### config.mk
export PLATFORM = sky130hd
export DESIGN_NAME = hbridge_ctrl
export DESIGN_NICKNAME = d
export VERILOG_FILES = /design/src/rtl/hb_pkg.sv /design/src/rtl/hb_sync.sv /design/src/rtl/hb_mode_filter.sv /design/src/rtl/hb_leg.sv /design/src/rtl/hbridge_ctrl.sv
export SDC_FILE = /design/constraint.sdc
export NUM_CORES = 1
export LEC_CHECK = 0
export BUFFER_PORTS_ARGS = -buffer_cell sky130_fd_sc_hd__clkbuf_2
export CORE_MARGIN = 1.5
export CORE_UTILIZATION = 25
export CTS_BUF_LIST = sky130_fd_sc_hd__clkbuf_16
export DETAILED_ROUTE_END_ITERATION = 8
export PLACE_DENSITY_LB_ADDON = 0.15
export SLEW_MARGIN = 40
export SYNTH_ARGS = -nofsm -noshare
export SYNTH_HDL_FRONTEND = slang
export SYNTH_HIERARCHICAL = 1
export SYNTH_SLANG_ARGS = --single-unit
### constraint.sdc
create_clock -name clk -period 1.8 [get_ports clk]
set_clock_uncertainty 0.15 [all_clocks]
set_input_delay 0.18 -clock clk [delete_from_list [all_inputs] [get_ports clk]]
set_output_delay 0.18 -clock clk [all_outputs]
set_load 0.01 [all_outputs]
### src/rtl/hb_pkg.sv
package hb_pkg;
  // Committed direction pair {leg A, leg B}
  typedef enum logic [1:0] {
    MODE_BRAKE_LO = 2'b00,
    MODE_REV      = 2'b01,
    MODE_FWD      = 2'b10,
    MODE_BRAKE_HI = 2'b11
  } hb_mode_e;

  localparam int SYNC_STAGES = 2;
endpackage

### src/rtl/hb_sync.sv
module hb_sync #(
  parameter int W = 1
) (
  input  logic         clk,
  input  logic         rst_n,
  input  logic [W-1:0] d,
  output logic [W-1:0] q
);
  logic [W-1:0] stage [hb_pkg::SYNC_STAGES];

  always_ff @(posedge clk or negedge rst_n) begin
    if (!rst_n) begin
      for (int i = 0; i < hb_pkg::SYNC_STAGES; i++) stage[i] <= '0;
    end else begin
      stage[0] <= d;
      for (int i = 1; i < hb_pkg::SYNC_STAGES; i++) stage[i] <= stage[i-1];
    end
  end

  assign q = stage[hb_pkg::SYNC_STAGES-1];
endmodule

### src/rtl/hb_mode_filter.sv
module hb_mode_filter #(
  parameter int MODE_DLY = 8
) (
  input  logic             clk,
  input  logic             rst_n,
  input  hb_pkg::hb_mode_e req,
  output hb_pkg::hb_mode_e mode
);
  localparam int CW = (MODE_DLY < 2) ? 1 : $clog2(MODE_DLY);

  hb_pkg::hb_mode_e pend_q, mode_q;
  logic [CW-1:0]    cnt_q;

  always_ff @(posedge clk or negedge rst_n) begin
    if (!rst_n) begin
      pend_q <= hb_pkg::MODE_BRAKE_LO;
      mode_q <= hb_pkg::MODE_BRAKE_LO;
      cnt_q  <= '0;
    end else if (req != pend_q) begin
      pend_q <= req;
      cnt_q  <= '0;
    end else if (pend_q != mode_q) begin
      if (cnt_q == CW'(MODE_DLY - 1)) begin
        mode_q <= pend_q;
        cnt_q  <= '0;
      end else begin
        cnt_q <= cnt_q + 1'b1;
      end
    end
  end

  assign mode = mode_q;
endmodule

### src/rtl/hb_leg.sv
module hb_leg #(
  parameter int DEAD_T = 3
) (
  input  logic clk,
  input  logic rst_n,
  input  logic cmd_high,
  input  logic pwm,
  input  logic line,
  input  logic dir_raw,
  input  logic prot,
  input  logic supply_ok,
  output logic hs,
  output logic ls,
  output logic pd
);
  localparam int IW = (DEAD_T < 1) ? 1 : $clog2(DEAD_T + 1);

  logic          dir_prev_q, fault_q, fault_d;
  logic          hs_q, ls_q, last_hs_q;
  logic [IW-1:0] idle_q;
  logic          idle_ok, run, want_hs, want_ls, hs_d, ls_d;

  // release only on a fresh rising edge of this leg's own direction input
  assign fault_d = prot | (fault_q & ~(dir_raw & ~dir_prev_q));
  // own pull-down masks the line, so the leg cannot disable itself
  assign run     = ~fault_d & supply_ok & (line | fault_q);
  assign want_hs = run & cmd_high;
  assign want_ls = run & ~cmd_high & pwm;
  assign idle_ok = (32'(idle_q) >= DEAD_T);
  assign hs_d    = want_hs & ~ls_q & (hs_q | last_hs_q | idle_ok);
  assign ls_d    = want_ls & ~hs_q & (ls_q | ~last_hs_q | idle_ok);

  always_ff @(posedge clk or negedge rst_n) begin
    if (!rst_n) begin
      dir_prev_q <= 1'b0;
      fault_q    <= 1'b0;
      hs_q       <= 1'b0;
      ls_q       <= 1'b0;
      last_hs_q  <= 1'b0;
      idle_q     <= IW'(DEAD_T);
    end else begin
      dir_prev_q <= dir_raw;
      fault_q    <= fault_d;
      hs_q       <= hs_d;
      ls_q       <= ls_d;
      if (hs_q) last_hs_q <= 1'b1;
      else if (ls_q) last_hs_q <= 1'b0;
      if (hs_q | ls_q) idle_q <= '0;
      else if (!idle_ok) idle_q <= idle_q + 1'b1;
    end
  end

  assign hs = hs_q;
  assign ls = ls_q;
  assign pd = fault_q;
endmodule

### src/rtl/hbridge_ctrl.sv
module hbridge_ctrl #(
  parameter int MODE_DLY = 8,
  parameter int DEAD_T   = 3
) (
  input  logic clk,
  input  logic rst_n,
  input  logic dir_a,
  input  logic dir_b,
  input  logic pwm,
  input  logic line_a,
  input  logic line_b,
  input  logic ot_a,
  input  logic ot_b,
  input  logic sat_a,
  input  logic sat_b,
  input  logic uv,
  input  logic ov,
  output logic hs_a,
  output logic ls_a,
  output logic hs_b,
  output logic ls_b,
  output logic pd_a,
  output logic pd_b,
  output logic sense_en,
  output logic sense_sel
);
  localparam int NLEG = 2;
  localparam int NIN  = 3 * NLEG + 3;

  logic [NIN-1:0]   raw_in, syn;
  logic [NLEG-1:0]  s_dir, s_line, s_prot, hs_v, ls_v, pd_v;
  logic             s_pwm, s_supply_ok;
  hb_pkg::hb_mode_e mode;

  assign raw_in = {uv, ov, pwm, ot_b | sat_b, ot_a | sat_a,
                   line_b, line_a, dir_b, dir_a};

  hb_sync #(.W(NIN)) u_sync (.clk(clk), .rst_n(rst_n), .d(raw_in), .q(syn));

  assign s_dir       = syn[1:0];
  assign s_line      = syn[3:2];
  assign s_prot      = syn[5:4];
  assign s_pwm       = syn[6];
  assign s_supply_ok = ~(syn[7] | syn[8]);

  hb_mode_filter #(.MODE_DLY(MODE_DLY)) u_mode (
    .clk(clk), .rst_n(rst_n),
    .req(hb_pkg::hb_mode_e'({s_dir[0], s_dir[1]})),
    .mode(mode)
  );

  // index 0 = leg A (mode bit 1), index 1 = leg B (mode bit 0)
  for (genvar g = 0; g < NLEG; g++) begin : g_leg
    hb_leg #(.DEAD_T(DEAD_T)) u_leg (
      .clk(clk), .rst_n(rst_n),
      .cmd_high(mode[NLEG-1-g]),
      .pwm(s_pwm),
      .line(s_line[g]),
      .dir_raw(s_dir[g]),
      .prot(s_prot[g]),
      .supply_ok(s_supply_ok),
      .hs(hs_v[g]), .ls(ls_v[g]), .pd(pd_v[g])
    );
  end

  assign hs_a      = hs_v[0];
  assign ls_a      = ls_v[0];
  assign hs_b      = hs_v[1];
  assign ls_b      = ls_v[1];
  assign pd_a      = pd_v[0];
  assign pd_b      = pd_v[1];
  assign sense_en  = hs_v[0] ^ hs_v[1];
  assign sense_sel = hs_v[1] & ~hs_v[0];
endmodule

Word-level counts from Yosys, hierarchy flattened

Cells that the tools add are included.

Add/sub/neg operators: 3
$lt $le $gt $ge: 2
Eq/ne operators: 5
Multiplexer cells: 11
Bitwise operators: 57
Reduce and logical (&&, ||, !) cells: 4

Operator list:

| kind                  | number |
|---|---|
| $and A1 B1 Y1         | 23 |
| $or A1 B1 Y1          | 17 |
| $not A1 Y1            | 16 |
| $mux W3               | 3 |
| $mux W2               | 4 |
| $reduce_bool A2 Y1    | 3 |
| $add A2 B1 Y2 const B | 2 |
| $ge A2 B2 Y1 const B  | 2 |
| $mux W1               | 4 |
| $ne A2 B2 Y1          | 2 |
| $ne A2 B2 Y1 const B  | 2 |
| $add A3 B1 Y3 const B | 1 |
| $eq A3 B3 Y1 const B  | 1 |
| $reduce_and A3 Y1     | 1 |
| $xor A1 B1 Y1         | 1 |

Register bits after elaboration: 39
Bits of input ports: 13
Output and inout port bits: 8
Logic and storage cells: 99

Depth between registers and ports, before layout

Gate-level depths: netlist of the first run.

Word-level depth: 12
Gate-level depth with buffers: 5
Mapped depth without buffers: 5

Cells and area by module

The synthesis of the first run kept the hierarchy.

Modules (own cells, without submodules):

| module         | times used | cells an instance | area an instance (um^2) | seq. area each (um^2) |
|---|---|---|---|---|
| hb_leg         | 2          | 24                | 314.1                   | 177.7 |
| hb_sync        | 1          | 27                | 518.0                   | 450.4 |
| hb_mode_filter | 1          | 31                | 340.3                   | 175.2 |
| hbridge_ctrl   | 1          | 6                 | 36.3                    | 0.0 |

Worst setup path after synthesis of the first run

No wires, ideal clock.

Path type: reg-to-reg
Start point: register u_mode.cnt_q[0]
End point: register u_mode.mode_q[0] (netlist: u_mode/mode[0])
Library setup time: 0.125 ns
Arrival: 1.160 ns
Data required time: 1.525 ns
Slack: 0.365 ns
Cell stages (with the launch flop): 5
Path buffers: 0
Period minus slack after synthesis: 1.435 ns
Path through: dfrtp_1 -> ha_1 -> ha_1 -> nand3_1 -> mux2_2

Word-level cells in the longest chain between the ends: 2

Ends and longest elaborated chain:

| what                        | RTL line             | source |
|---|---|---|
| start, declared             | hb_mode_filter.sv:12 | `logic [CW-1:0] cnt_q;` |
| start signal, assigned      | hb_mode_filter.sv:27 | `cnt_q <= cnt_q + 1'b1;` |
| $eq A3 B3 Y1                | hb_mode_filter.sv:23 | `if (cnt_q == CW'(MODE_DLY - 1)) begin` |
| $reduce_and A3 Y1 (no line) | n/a                  |  |
| end signal, assigned        | hb_mode_filter.sv:17 | `mode_q <= hb_pkg::MODE_BRAKE_LO;` |
| end signal, assigned        | hb_mode_filter.sv:24 | `mode_q <= pend_q;` |
| end, declared               | hb_mode_filter.sv:11 | `hb_pkg::hb_mode_e pend_q, mode_q;` |

No other way between the ends.
A chain may end at the register's enable or synchronous reset.

Worst setup path after layout of the first run

Start point: register g_leg[0].u_leg.hs_q
End point: output sense_en

Word-level cells in the longest chain between the ends: 1

Ends and longest elaborated chain:

| what                   | RTL line           | source |
|---|---|---|
| start, declared        | hb_leg.sv:19       | `logic hs_q, ls_q, last_hs_q;` |
| start signal, assigned | hb_leg.sv:44       | `hs_q <= hs_d;` |
| $xor A1 B1 Y1          | hbridge_ctrl.sv:72 | `assign sense_en = hs_v[0] ^ hs_v[1];` |
| end, declared          | hbridge_ctrl.sv:24 | `output logic sense_en,` |

No other way between the ends.

==> results of run 1 <==
==> cell families (layout without fill, tap and decap cells) <==
logic type	after synthesis	in the layout
compound gates	12	12
xor+xnor	8	8
fa+ha+maj	5	5
buf+inv	17	47
flops	39	39
mux	6	6
simple gates	25	25
==> final cells by class <==
class / instances / area [um2]
clock buffer: 5 / 125
clock inverter: 3 / 38.8
fill: 621 / 3950
inverter: 6 / 22.5
multi-input combinational: 56 / 444
sequential: 39 / 981
tap: 75 / 93.8
timing repair buffer: 33 / 228
==> stage by stage <==
stage	worst slack (ns)	area, um2	hold slack, ns
3_3_place_gp	0.316	1650	0.105
2_1_floorplan	0.365	1520	-0.266
3_5_place_dp	0.293	1650	0.116
5_1_grt	0.117	1930	0.205
4_1_cts	0.182	1930	0.197
6_report	0.197	1930	0.195
==> power by group through the flow <==
stage | combinational [W] | clock, W | sequential [W]
finish | 0.000279 | 0.000958 | 0.00104
global route | 0.000343 | 0.00103 | 0.00106
CTS | 0.000284 | 0.000992 | 0.00105
detailed placement | 0.000260 | 0 | 0.00106
global placement | 0.000246 | 0 | 0.00105
floorplan | 0.000212 | 0 | 0.00104
==> sequential cells by signal (all words and copies together) (netlist names) <==
register and count:
u_sync/q 9, u_sync/stage 9, g_leg.u_leg/idle_q 4, u_mode/cnt_q 3, g_leg.u_leg/dir_prev_q 2, g_leg.u_leg/hs 2, g_leg.u_leg/last_hs_q 2, g_leg.u_leg/ls 2
g_leg.u_leg/pd 2, u_mode/mode 2, u_mode/pend_q 2
==> layer usage <==
| layer | part of all wire (%) | vias to the layer above | wire length, um |
|---|---|---|---|
| met1 | 40 | 408 | 944 |
| li1 | - | 425 | - |
| met4 | 0.77 | 0 | 18 |
| met5 | 0 | - | 0 |
| met3 | 4.8 | 2 | 113 |
| met2 | 54 | 23 | 1260 |
==> critical path, stage by stage (launching register included) <==
cell and delay, ns:
dfrtp_1 0.44, inv_1 0.09, ha_1 0.30, inv_1 0.05
clkbuf_2 0.12
==> worst paths after layout <==
check	startpoint	slack, ns	depth (start not counted)	end
max in group asynchronous	rst_n	0.79	3	g_leg[0].u_leg/idle_q[0]
min in group asynchronous	rst_n	0.35	3	u_sync/q[7]
max reg2reg	u_mode/cnt_q[0]	0.29	4	u_mode/mode[0]
min reg2reg	u_sync/stage[11]	0.20	0	u_sync/q[2]
min	u_sync/stage[11]	0.20	0	u_sync/q[2]
max	g_leg[0].u_leg/hs	0.20	4	sense_en
==> placed cells by master (no fill, tap or decap), drive strengths merged, types with 3 or more instances in the layout <==
cell	instances
dfrtp	35
nor3	4
nand2b	6
nand3	4
clkbuf	25
inv	6
xor2	4
nor4b	4
dfstp	4
nor2	4
mux2	4
o21ai	3
ha	5
dlygate4sd3	12
xnor2	4
a21oi	3
==> results.yml, run 1 <==
outcome:
  status: "finished clean"
place:
  dpl.hpwl_mm: 1.55
  place.port_buffers: 20
  place_congestion: 0.715
  placedCellCount: 197
global_routing:
  grt_max_degree: 40
  grt_busiest_layer: "met2"
  antenna_found_initial: 0
  use_met1_pct: 9.69
  grt_pass1_wl_mm: 4.03
  gr-usage-all-layers_pct: 8.38
  gr-usage-met2_pct: 13.8
  gr-total-overflow: 0
  grt_pass1_vias: 902
  use_met3_pct: 2.81
yosys:
  syn-num-nets: 130
  synth_area_leaders: "dfrtp_1 58%, dfstp_2 6.9%, buf_4 4.4%"
  yosys.area_share.simple_pct: 10.4
  synth_compound_area_share_pct: 5.26
  ys_seq_area_share_pct: 64.4
  ys_seq_elements: 39
  synth_top_family_by_area: "simple AND/OR/NAND/NOR gates"
  synth_common_cells: "35 x dfrtp_1, 9 x buf_4, 6 x inv_1"
  muxShareOfSynthArea_pct: 4.77
  synth_fa_ha_area_share_pct: 4.11
  syn_area_mm2: 0.00152
  ys_types: 24
  synth_top_area_share_pct: 57.5
  postSynth.asyncResetShare_pct: 100
  yosys.area.top_type: "dfrtp_1"
  synthXorXnorAreaFrac_pct: 4.60
  synth.most_common_cell: "dfrtp_1"
  ys_warn_count: 6
  synth_edf_count: 0
  synth-main-ff-cell: "dfrtp_1"
  synth_area_per_cell_um2: 13.6
  syn_inst: 112
clock_tree:
  clkTransAtPathRegs_ns: 0.05
  clk_latency_ns: 0.27
  hold_buffers: 12
  cts-root-buf: "clkbuf_16"
  ctsHtreeMaxLevel: 2
  cts_tree: "built"
  ctsLongestPathBuffers: 2
  postCtsSetupRepairBufs: 0
  cts.sinks: 39
  cts_buffers: 5
  cts-resized-gates: 0
detailed_routing:
  drtIter0Drc: 31
  wl_per_cell_um: 10.8
  vias: 858
  vias_per_cell: 3.95
  drc: 0
  ant_nets: 0
  wl_mm: 2.34
  firstDrtPassIters: 4
floorplanning:
  die_w_um: 81.0
  rows: 28
  dieArea_mm2: 0.00657
  pin_count: 21
  coreArea_mm2: 0.00589
  initial_core_util_pct: 25.9
  fp.dieH_um: 81.0
pwr:
  p_int_w: 0.00178
  power_density_mw_per_mm2: 1180
  p_clk_share_pct: 42.0
  switching_share_pct: 21.8
  p_sw_w: 0.000498
  ir_drop_mv: 0.550
  seqPwrFrac_pct: 45.7
  p_comb_share_pct: 12.2
  p_leak_nw: 0.883
  total_power_w: 0.00228
sta:
  rsz0062_at_grt: "false"
  fin_crit_sh_pct: 89.1
  fin_setup_tns_ns: 0
  fmax_mhz: 624
  slew_violations: 0
  hold_viol: 0
  finalSetupViolCount: 0
  worstMarginPinSlew_ns: 0.490
  period_minus_slack_ns: 1.60
  maxSlewHeadroom_pct: 67.3
cells_and_area:
  n_antenna_cell: 0
  nets: 159
  finish.utilization_pct: 32.8
  area_growth_pct: 27.0
  drive_gt1_share_pct: 28.2
  fin_cells: 217
worst_setup_path:
  path_max_fanout: 7
  cp.required_ns: 1.47
  crit_path_end_kind: "output port"
  cp-start-kind: "register"
  path_class: "register to output port"
  cp.arrival_ns: 1.27
min_path:
  hp-class: "register to register"
flow_run:
  maxCapViolCount: 0
(Power assumes the default switching activity.)
==> run 2, diff against run 1 <==
--- a/config.mk
+++ b/config.mk
@@ -7,7 +7,7 @@
 export LEC_CHECK = 0
 export BUFFER_PORTS_ARGS = -buffer_cell sky130_fd_sc_hd__clkbuf_2
 export CORE_MARGIN = 1.5
-export CORE_UTILIZATION = 25
+export CORE_UTILIZATION = 55
 export CTS_BUF_LIST = sky130_fd_sc_hd__clkbuf_16
 export DETAILED_ROUTE_END_ITERATION = 8
 export PLACE_DENSITY_LB_ADDON = 0.15
==> results.yml, run 2 (synthesized netlist as in run 1, its figures left out) <==
global_routing:
  grt_pass1_wl_mm: 4.08
  grt_pass1_vias: 892
  grt_max_degree: 40
  gr-total-overflow: 0
  gr-usage-all-layers_pct: 18.1
  antenna_found_initial: 0
sta:
  maxSlewHeadroom_pct: 68.7
  timing.final.ws_setup_ns: 0.190
  slew_violations: 0
  rsz0062_at_grt: "false"
  fmax_mhz: 621
  period_minus_slack_ns: 1.61
  worstMarginPinSlew_ns: 0.470
  fin_crit_sh_pct: 89.4
  fin_setup_tns_ns: 0
  fin_hold_ws_ns: 0.196
  hold_viol: 0
  finalSetupViolCount: 0
place:
  place_congestion: 0.651
  place.port_buffers: 20
  placedCellCount: 152
  dp_slack_ns: 0.269
cells_and_area:
  n_antenna_cell: 0
  multiInputGateArea_um2: 444
  layout_common_cells: "35 x dfrtp_1, 20 x clkbuf_2, 12 x dlygate4sd3_1"
  fin_cells: 172
  drive_gt1_share_pct: 26.8
  final_common_cell: "dfrtp_1"
  final-seq-area_um2: 981
  fillCellCount: 174
  area_growth_pct: 21.4
  nets: 159
detailed_routing:
  wl_per_cell_um: 13.6
  wl_met3_um: 115
  drtIter0Drc: 30
  wl_mm: 2.33
  wl_met1_mm: 1.01
  drc: 0
  wl_met2_mm: 1.19
  ant_nets: 0
  firstDrtPassIters: 4
  vias_per_cell: 5.15
  dr.max_layer_used: "met4"
  vias: 886
clock_tree:
  ctsLongestPathBuffers: 2
  cts.sinks: 39
  postCtsSetupRepairBufs: 0
  cts-resized-gates: 0
  cts-root-buf: "clkbuf_16"
  hold_buffers: 12
  cts_tree: "built"
  cts_buffers: 5
  clkTransAtPathRegs_ns: 0.05
  clk_latency_ns: 0.28
  ctsHtreeMaxLevel: 2
pwr:
  p_leak_nw: 0.872
  p_int_w: 0.00163
  p_sw_w: 0.000486
  total_power_w: 0.00212
  switching_share_pct: 22.9
  seqPwrFrac_pct: 49.2
  power_density_mw_per_mm2: 1150
  ir_drop_mv: 1.13
  p_comb_share_pct: 13.1
  p_clk_share_pct: 37.7
worst_setup_path:
  cpLargestDelayFamily: "buffers and inverters"
  cp.arrival_ns: 1.61
  slowest_stage: "dlygate4sd3_1"
  path_max_fanout: 1
  critPathMostFrequentCell: "dlygate4sd3_1"
  crit_path_end_kind: "register"
  max_stage_delay_ns: 0.56
  path_buf_inv: 3
  worstPathCellList: "dlygate4sd3_1, clkbuf_2, or2_1, dlygate4sd3_1"
  cp.required_ns: 1.80
  cp-start-kind: "primary input"
  path_class: "primary input to register"
floorplanning:
  die_w_um: 55.6
  dieArea_mm2: 0.00309
  pin_count: 21
  rows: 18
  fp.dieH_um: 55.6
  initial_core_util_pct: 59.8
  coreArea_mm2: 0.00254
outcome:
  status: "finished clean"
min_path:
  hp-class: "register to register"
flow_run:
  maxCapViolCount: 0
[run 2: stage by stage]
step	cell area (um2)	util, %
6_report	1850	72.7
3_3_place_gp	1590	62.6
5_1_grt	1850	72.7
2_1_floorplan	1520	-
3_5_place_dp	1590	62.6
4_1_cts	1850	72.7
[run 2: final timing paths]
check,endpoint,slack (ns),cells past startpoint,startpoint
max,u_sync/stage[14],0.19,4,sat_b
min,u_sync/q[4],0.20,0,u_sync/stage[13]
max reg2reg,u_mode/mode[1],0.27,4,u_mode/cnt_q[0]
min reg2reg,u_sync/q[4],0.20,0,u_sync/stage[13]
max in group asynchronous,g_leg[1].u_leg/idle_q[0],0.82,3,rst_n
min in group asynchronous,g_leg[0].u_leg/hs,0.33,3,rst_n
[run 2: power by group through the flow]
| stage | registers [W] | logic, W | clock network [W] |
|---|---|---|---|
| finish | 0.00104 | 0.000278 | 0.000800 |
| floorplan | 0.00104 | 0.000212 | 0 |
| detailed placement | 0.00106 | 0.000263 | 0 |
| global placement | 0.00105 | 0.000250 | 0 |
| global route | 0.00105 | 0.000329 | 0.000867 |
| CTS | 0.00104 | 0.000287 | 0.000823 |
[run 2: layer usage]
layer  GRT usage [%]  up-vias
li1                -      427
met2            27.6       20
met1            22.3      437
met5               0        -
met4            8.36        0
met3            8.14        2
[run 2: area by class of cell]
| class | count | area share (%) |
|---|---|---|
| sequential | 39 | 53.0 |
| clock inverter | 3 | 0.609 |
| inverter | 6 | 1.22 |
| multi-input combinational | 56 | 24.0 |
| clock buffer | 5 | 6.77 |
| timing repair buffer | 33 | 12.3 |
| tap | 30 | 2.03 |
==> run 3, diff against run 2 <==
--- a/config.mk
+++ b/config.mk
@@ -7,7 +7,7 @@
 export LEC_CHECK = 0
 export BUFFER_PORTS_ARGS = -buffer_cell sky130_fd_sc_hd__clkbuf_2
 export CORE_MARGIN = 1.5
-export CORE_UTILIZATION = 55
+export CORE_UTILIZATION = 32
 export CTS_BUF_LIST = sky130_fd_sc_hd__clkbuf_16
 export DETAILED_ROUTE_END_ITERATION = 8
 export PLACE_DENSITY_LB_ADDON = 0.15
==> results.yml, run 3 (synthesized netlist as in run 1, its figures left out) <==
outcome:
  status: "finished clean"
pwr:
  p_leak_nw: 0.883
  ir_drop_mv: 0.678
  power_density_mw_per_mm2: 1190
cells_and_area:
  nets: 159
  area_growth_pct: 25.1
  drive_gt1_share_pct: 28.2
  layout_common_cells: "35 x dfrtp_1, 20 x clkbuf_2, 12 x dlygate4sd3_1"
  n_antenna_cell: 0
  finish.utilization_pct: 42.6
  fin_cells: 194
  final_common_cell: "dfrtp_1"
worst_setup_path:
  cp.arrival_ns: 1.26
  cp-start-kind: "register"
  path_max_fanout: 7
  path_class: "register to output port"
  crit_path_end_kind: "output port"
  cp.required_ns: 1.47
place:
  dp_slack_ns: 0.292
  place.port_buffers: 20
  place_congestion: 0.703
  dpl.hpwl_mm: 1.46
  placedCellCount: 174
floorplanning:
  initial_core_util_pct: 34.0
  fp.dieH_um: 72.0
  dieArea_mm2: 0.00518
  die_w_um: 72.0
  rows: 24
  coreArea_mm2: 0.00447
  pin_count: 21
detailed_routing:
  vias: 838
  drtIter0Drc: 43
  firstDrtPassIters: 4
  drc: 0
  wl_mm: 2.11
  vias_per_cell: 4.32
  wl_per_cell_um: 10.9
  ant_nets: 0
clock_tree:
  ctsHtreeMaxLevel: 2
  ctsLongestPathBuffers: 2
  cts_buffers: 5
  cts_tree: "built"
  cts-resized-gates: 0
  cts-root-buf: "clkbuf_16"
  clk_latency_ns: 0.27
  cts.sinks: 39
  clkTransAtPathRegs_ns: 0.05
sta:
  fin_setup_tns_ns: 0
  fmax_mhz: 627
  worstMarginPinSlew_ns: 0.464
  timing.final.ws_setup_ns: 0.206
  period_minus_slack_ns: 1.59
  hold_viol: 0
  maxSlewHeadroom_pct: 69.1
  fin_hold_ws_ns: 0.195
  finalSetupViolCount: 0
  fin_crit_sh_pct: 88.6
  rsz0062_at_grt: "false"
  slew_violations: 0
global_routing:
  gr-total-overflow: 0
  grt_pass1_wl_mm: 3.80
  grt_max_degree: 40
  grt_pass1_vias: 910
  gr-usage-all-layers_pct: 9.76
  antenna_found_initial: 0
flow_run:
  maxCapViolCount: 0
min_path:
  hp-class: "register to register"
-- run 3: cell types whose count changed in the layout (fill, tap and decap cells not counted) --
cell,previous run,this run
clkinv_2,0,1
bufinv_16,0,1
clkinv_1,2,1
inv_1,7,6
-- run 3: final cells by class --
class	instances	area (um2)
Clock buffer	5	125
Clock inverter	3	38.8
Fill cell	405	2570
Inverter	6	22.5
Multi-Input combinational cell	56	444
Sequential cell	39	981
Tap cell	52	65.1
Timing Repair Buffer	33	228
-- run 3: critical path, cell delays in order, from the launching register on --
cell      delay, ns
dfrtp_1        0.44
inv_1          0.09
ha_1           0.29
inv_1          0.05
clkbuf_2       0.12
-- run 3: power breakdown --
group	internal, W	leakage, nW	switching, W
sequential	0.000995	0.464	0.0000479
clock	0.000645	0.0812	0.000302
combinational	0.000143	0.338	0.000138
-- run 3: what timing repair did --
item	in CTS	in global routing
hold buffers	12	0
hold endpoints to repair	44	0
buffers inserted	0	0
-- run 3: per-stage QoR --
step                      instance area [um2]  power [W]
after floorplan                          1520    0.00126
after CTS                                1900    0.00231
final                                    1900    0.00227
after detailed placement                 1620    0.00132
after global placement                   1620    0.00130
after global routing                     1900    0.00241
-- run 3: metal layers --
metal	GRT usage [%]	part of all wire, %	vias to the layer above
met5	0	0	-
met4	4.40	1.4	0
met3	3.33	4.5	5
met2	17.4	51	21
met1	10.4	43	384
li1	-	-	428
-- run 3: final timing paths --
kind | start | to | slack (ns) | cells past startpoint
max | g_leg[0].u_leg/hs | sense_en | 0.21 | 4
min | u_sync/stage[12] | u_sync/q[3] | 0.20 | 0
max reg2reg | u_mode/cnt_q[0] | u_mode/mode[1] | 0.30 | 4
min reg2reg | u_sync/stage[12] | u_sync/q[3] | 0.20 | 0
max in group asynchronous | rst_n | g_leg[0].u_leg/idle_q[1] | 0.80 | 3
min in group asynchronous | rst_n | u_sync/stage[12] | 0.34 | 3
